===== config.mk =====
export PLATFORM = sky130hd
export DESIGN_NAME = barrel_sequencer
export DESIGN_NICKNAME = d
export VERILOG_FILES = /design/src/rtl/barrel_pkg.sv /design/src/rtl/barrel_rotor.sv /design/src/rtl/barrel_tag_pipe.sv /design/src/rtl/barrel_inflight.sv /design/src/rtl/barrel_pc_bank.sv /design/src/rtl/barrel_sequencer.sv
export SDC_FILE = /design/constraint.sdc
export NUM_CORES = 1
export LEC_CHECK = 0
export BUFFER_PORTS_ARGS = -buffer_cell sky130_fd_sc_hd__buf_4
export CORE_ASPECT_RATIO = 0.5
export CORE_MARGIN = 5
export CORE_UTILIZATION = 50
export DETAILED_ROUTE_END_ITERATION = 12
export GPL_TIMING_DRIVEN = 0
export PLACE_DENSITY = 0.68
export SLEW_MARGIN = 5
export SYNTH_ARGS = -nofsm -noshare
export SYNTH_HDL_FRONTEND = slang
export SYNTH_HIERARCHICAL = 1
export SYNTH_SLANG_ARGS = --single-unit

===== constraint.sdc =====
create_clock -name clk -period 4.5 [get_ports clk]
set_clock_uncertainty 0.1 [all_clocks]
set_input_delay 0 -clock clk [delete_from_list [all_inputs] [get_ports clk]]
set_output_delay 0 -clock clk [all_outputs]
set_load 0.02 [all_outputs]

===== src/rtl/barrel_pkg.sv =====
package barrel_pkg;

    localparam int TAG_MAX_W = 8;

    typedef logic [TAG_MAX_W-1:0] tag_t;

    typedef struct packed {
        logic live;
        tag_t tid;
    } slot_t;

    function automatic tag_t tag_next(input tag_t cur, input int unsigned count);
        if (32'(cur) + 32'd1 >= count) begin
            return '0;
        end
        return cur + tag_t'(1);
    endfunction

    function automatic logic slot_hit(input slot_t s, input tag_t tid);
        return s.live && (s.tid == tid);
    endfunction

endpackage


===== src/rtl/barrel_rotor.sv =====
module barrel_rotor
    import barrel_pkg::*;
#(
    parameter int N_THREADS = 7,
    parameter int TID_W     = 3
) (
    input  logic             clk,
    input  logic             rst,
    output logic [TID_W-1:0] cur_tid
);

    logic [TID_W-1:0] ring_q;

    always_ff @(posedge clk) begin
        if (rst) begin
            ring_q <= '0;
        end else begin
            ring_q <= TID_W'(tag_next(tag_t'(ring_q), N_THREADS));
        end
    end

    assign cur_tid = ring_q;

endmodule


===== src/rtl/barrel_tag_pipe.sv =====
module barrel_tag_pipe
    import barrel_pkg::*;
#(
    parameter int N_THREADS = 7,
    parameter int TID_W     = 3,
    localparam int DEPTH    = N_THREADS - 1
) (
    input  logic             clk,
    input  logic             rst,
    input  logic             in_live,
    input  logic [TID_W-1:0] in_tid,
    output slot_t            stages [DEPTH]
);

    slot_t head;

    always_comb begin
        head.live = in_live;
        head.tid  = tag_t'(in_tid);
    end

    for (genvar k = 0; k < DEPTH; k++) begin : g_stage
        slot_t src;
        if (k == 0) begin : g_first
            assign src = head;
        end else begin : g_rest
            assign src = stages[k-1];
        end

        always_ff @(posedge clk) begin
            if (rst) begin
                stages[k] <= '0;
            end else begin
                stages[k] <= src;
            end
        end
    end

endmodule


===== src/rtl/barrel_inflight.sv =====
module barrel_inflight
    import barrel_pkg::*;
#(
    parameter int N_THREADS = 7,
    parameter int TID_W     = 3,
    localparam int DEPTH    = N_THREADS - 1
) (
    input  slot_t            stages [DEPTH],
    input  logic             issue_live,
    input  logic [TID_W-1:0] issue_tid,
    output logic             conflict
);

    logic busy;

    always_comb begin
        busy = 1'b0;
        for (int k = 0; k < DEPTH; k++) begin
            busy = busy | slot_hit(stages[k], tag_t'(issue_tid));
        end
    end

    assign conflict = issue_live & busy;

endmodule


===== src/rtl/barrel_pc_bank.sv =====
module barrel_pc_bank #(
    parameter int N_THREADS              = 7,
    parameter int TID_W                  = 3,
    parameter int PC_W                   = 32,
    parameter logic [PC_W-1:0] RST_BASE   = 'h1000,
    parameter logic [PC_W-1:0] RST_STRIDE = 'h100
) (
    input  logic                      clk,
    input  logic                      rst,
    input  logic                      wr_en,
    input  logic [TID_W-1:0]          wr_tid,
    input  logic [PC_W-1:0]           wr_pc,
    input  logic [TID_W-1:0]          rd_tid,
    output logic [PC_W-1:0]           rd_pc,
    output logic [N_THREADS*PC_W-1:0] pc_flat
);

    logic [PC_W-1:0] pc_q [N_THREADS];

    for (genvar t = 0; t < N_THREADS; t++) begin : g_thread
        localparam logic [PC_W-1:0] BOOT = RST_BASE + PC_W'(t) * RST_STRIDE;

        always_ff @(posedge clk) begin
            if (rst) begin
                pc_q[t] <= BOOT;
            end else if (wr_en && (wr_tid == TID_W'(t))) begin
                pc_q[t] <= wr_pc;
            end
        end

        assign pc_flat[t*PC_W +: PC_W] = pc_q[t];
    end

    always_comb begin
        rd_pc = '0;
        for (int t = 0; t < N_THREADS; t++) begin
            if (rd_tid == TID_W'(t)) begin
                rd_pc = pc_q[t];
            end
        end
    end

endmodule


===== src/rtl/barrel_sequencer.sv =====
module barrel_sequencer
    import barrel_pkg::*;
#(
    parameter int N_THREADS               = 7,
    parameter int PC_W                    = 32,
    parameter logic [PC_W-1:0] RST_BASE   = 'h1000,
    parameter logic [PC_W-1:0] RST_STRIDE = 'h100,
    localparam int TID_W = (N_THREADS > 1) ? $clog2(N_THREADS) : 1,
    localparam int DEPTH = N_THREADS - 1
) (
    input  logic                 clk,
    input  logic                 rst,
    input  logic [N_THREADS-1:0] thread_en,
    input  logic                 wb_valid,
    input  logic [TID_W-1:0]     wb_tid,
    input  logic [PC_W-1:0]      wb_pc,
    output logic                 fetch_valid,
    output logic [TID_W-1:0]     fetch_tid,
    output logic [PC_W-1:0]      fetch_pc,
    output logic                 wb_slot_valid,
    output logic [TID_W-1:0]     wb_slot_tid,
    output logic                 issue_hazard
);

    logic [TID_W-1:0]          cur_tid;
    logic                      issue_live;
    slot_t                     stages [DEPTH];
    logic [N_THREADS*PC_W-1:0] pc_flat;

    barrel_rotor #(
        .N_THREADS (N_THREADS),
        .TID_W     (TID_W)
    ) u_rotor (
        .clk     (clk),
        .rst     (rst),
        .cur_tid (cur_tid)
    );

    always_comb begin
        issue_live = 1'b0;
        for (int t = 0; t < N_THREADS; t++) begin
            if (cur_tid == TID_W'(t)) begin
                issue_live = thread_en[t];
            end
        end
    end

    barrel_tag_pipe #(
        .N_THREADS (N_THREADS),
        .TID_W     (TID_W)
    ) u_pipe (
        .clk     (clk),
        .rst     (rst),
        .in_live (issue_live),
        .in_tid  (cur_tid),
        .stages  (stages)
    );

    barrel_inflight #(
        .N_THREADS (N_THREADS),
        .TID_W     (TID_W)
    ) u_inflight (
        .stages     (stages),
        .issue_live (issue_live),
        .issue_tid  (cur_tid),
        .conflict   (issue_hazard)
    );

    barrel_pc_bank #(
        .N_THREADS  (N_THREADS),
        .TID_W      (TID_W),
        .PC_W       (PC_W),
        .RST_BASE   (RST_BASE),
        .RST_STRIDE (RST_STRIDE)
    ) u_bank (
        .clk     (clk),
        .rst     (rst),
        .wr_en   (wb_valid),
        .wr_tid  (wb_tid),
        .wr_pc   (wb_pc),
        .rd_tid  (cur_tid),
        .rd_pc   (fetch_pc),
        .pc_flat (pc_flat)
    );

    assign fetch_valid   = issue_live;
    assign fetch_tid     = cur_tid;
    assign wb_slot_valid = stages[DEPTH-1].live;
    assign wb_slot_tid   = stages[DEPTH-1].tid[TID_W-1:0];

endmodule


==> summary.md <==
| Metric | Value |
|---|---|
| Critical Path AT | 2.81 ns |
| Status | finished, final reports clean |
| Syn avg cell area | 12.92 sq um |
| Worst stage delay on the critical path | 0.61 ns |
| ANT nets after route | 0 |
| Max VDD drop | 0.2629 mV |
| Share of cells above drive strength 1 | 0.2226 |
| Placed cells | 1368 |
| Clock buffer depth | 3 |
| CTS root buffer | clkbuf_16 |
| ANT cells | 0 |
| CP startpoint kind | flop |
| Starting Density | 0.5067 |
| Total track usage | 0.2231 |
| 1st-iter DRT viols | 793 |
| Relative slew slack | 0.2106 |
| Largest cells by area after synthesis | edfxtp_1 (55%), and2_1 (11%), dfxtp_1 (4.5%) |
| Hold buffers post-CTS | 37 |
| Fin. max-slew vios | 0 |
| Die width | 230.2 microns |
| Postcts setup bufs | 0 |
| Unrepaired setup endpoints after global routing | no |
| Clk sinks | 251 |
| P_leak | 5.459 nW |
| IO Port Bufs | 83 |
| HPWL after detailed placement | 19890 microns |
| Critical R2R Launch | u_rotor/cur_tid[1] |
| Top delay family on crit path | buffers and inverters |
| DR WL/cell | 21.39 microns |
| Setup TNS | 0 ns |
| Synthesized cell area | 12120 sq um |
| Total gr overflow | 0 |
| Cts bufs inserted | 23 |
| Pin count of the biggest net entering global routing | 33 |
| Clk slew on worst S/H paths | 0.06 ns |
| Global-route wire length before repair | 47740 microns |
| Core Area | 23920 sq um |
| Vias/cell | 5.569 |
| Power per cell area | 381.8 nW/um^2 |
| Area growth, synth to finish | 18.94% |
| Class of the worst hold path | in2reg |
| Post-synth top area share | 0.5549 |
| DIE AREA | 27650 sq um |
| Die Height | 120.1 microns |
| Worst-margin pin slew | 1.184 ns |
| Register area share after synthesis | 0.5995 |
| Asr flop ratio synth | 0 |
| CP Buf/Inv Count | 3 |
| Post-Synthesis Cells | 938 |
| Drt first pass iters | 5 |
| Vias in the first global route | 8381 |
| Worst setup margin | 1.588 ns |
| Via count | 8058 |
| Crit Path Class | reg2out |
| Site row count | 40 |
| Number of synthesized flops with an enable pin | 224 |
| CP max-delay cell | dfxtp_1 |
| Non-Filler Instances | 1447 |
| CTS tree | built |
| CP Cell Sequence | buf_2, buf_1, o2bb2ai_1, a221oi_1, nor2_1, buf_4 |
| Fmax | 0.3434 GHz |
| H-tree Lvls | 1 |
| Netlist cell types | 47 |
| Cts repair resizes | 0 |
| Flops & latches, synth | 251 |
| Cell accounting for the most synthesized area | edfxtp_1 |
| Critical path fanouts, max | 13 |
| Final GP Congestion | 0.8186 |
| Final #Nets | 1162 |
| Req. time, crit path | 4.40 ns |
| DRC viols | 0 |
| Final setup violation count | 0 |
| Skew-Pair Late Insertion Delay | 0.51 ns |
| Io pins | 86 |
| Period utilization | 0.6471 |
| Min-delay src | thread_en[1] |
| Period minus WS final | 2.912 ns |
| Max-cap violations | 0 |
| Ys flop type | edfxtp_1 |
| Synth Warn # | 6 |
| Fin. Hold Viols | 0 |
| Worst slack, placed | 2.146 ns |
| Worst Setup SP | u_rotor/cur_tid[0] |
| Critical path capture point type | output pin |
| Drt total wl | 30960 microns |
| Initial antenna violation count | 0 |
[worst reg2reg max path, stage by stage, from the launching register on]
cell	delay, ns
dfxtp_1	0.59
mux4_2	0.55
mux2_2	0.32
nor2b_2	0.16
[worst paths after layout]
kind / to / slack [ns] / depth (start not counted)
max: fetch_pc[22] / 1.59 / 6
min: u_pipe/stages[53] / 0.01 / 5
max reg2reg: u_pipe/stages[53] / 2.68 / 3
min reg2reg: u_pipe/stages[17] / 0.37 / 1
[flip-flops by register name (all words and copies together), names as in the netlist]
signal,count
u_rotor/cur_tid,3
u_bank/pc_q,224
u_pipe/stages,24
[layer usage]
layer  part of all wire  track usage  vias up
li1                   -            -     3737
met1               0.43       0.3093     3912
met2               0.47       0.3698      337
met3              0.075      0.02742       72
met4              0.032      0.07348        0
met5                  0            0        -
[synth_stat cells, drive strengths merged, types with 2 or more instances]
library cell	n
dfxtp	27
nor3	5
inv	4
a221oi	31
or2b	3
xor2	18
or3	7
o2bb2ai	31
nand2b	41
and2	208
nor2b	22
clkbuf	39
nor4	11
o41ai	2
and2b	4
nor2	36
nand4b	2
mux4	2
nand3b	6
ha	2
mux2i	33
edfxtp	224
o21ai	2
a31o	4
nand2	7
o32ai	31
a21oi	32
mux2	32
o21bai	2
buf	63
[kinds of logic after synthesis]
logic type | after synthesis | synth area share
compound gates | 139 | 0.08960
xor+xnor | 18 | 0.01301
fa+ha+maj | 2 | 0.002064
buf+inv | 106 | 0.05305
flops | 251 | 0.5995
mux | 67 | 0.06069
other cells | 1 | 0.0003094
simple gates | 354 | 0.1818
[placed cells by master, fill, tap and decap left out, types with 7 or more instances in the layout]
cell	instances
nor2b_2	14
clkbuf_1	36
nor4_1	10
nor2_1	36
mux2_2	32
clkbuf_2	12
buf_4	117
a21oi_1	32
edfxtp_1	224
clkbuf_16	24
xor2_1	18
buf_6	11
or3_1	7
nand2_1	7
buf_2	17
mux2i_1	33
o2bb2ai_1	31
nand2b_1	41
and2_1	208
conb_1	30
dfxtp_1	27
nor2b_1	7
o32ai_1	31
dlygate4sd3_1	37
a221oi_1	31
[cell type report]
class                      count  area (sq um)
buffer                       102         628.1
clock buffer                  36         676.9
clock inverter                 6         31.28
fill                        1919          9505
inverter                       4         15.01
multi-input combinational    610          4344
sequential                   251          7267
tap                          315         394.1
timing repair buffer         123          1061
[through the flow]
step	hold slack, ns	utilization	power, W	instance area [sq um]
2_1_floorplan	-0.02724	-	0.003304	12230
3_3_place_gp	0.2047	0.5538	0.003637	13250
3_5_place_dp	0.2097	0.5576	0.003664	13340
4_1_cts	0.008145	0.6027	0.005536	14420
5_1_grt	0.04773	0.6027	0.005709	14420
6_report	0.01213	0.6027	0.005505	14420
[report_power, final]
group,total [W],leakage [nW],switching (W),internal [W]
Clock,0.00186,0.358,0.000825,0.00104
Combinational,0.000908,2.71,0.000528,0.000379
Sequential,0.00274,2.39,0.0000531,0.00268
Total,0.00550,5.46,0.00141,0.00410
No activity file was read; power rests on OpenSTA's default activity.
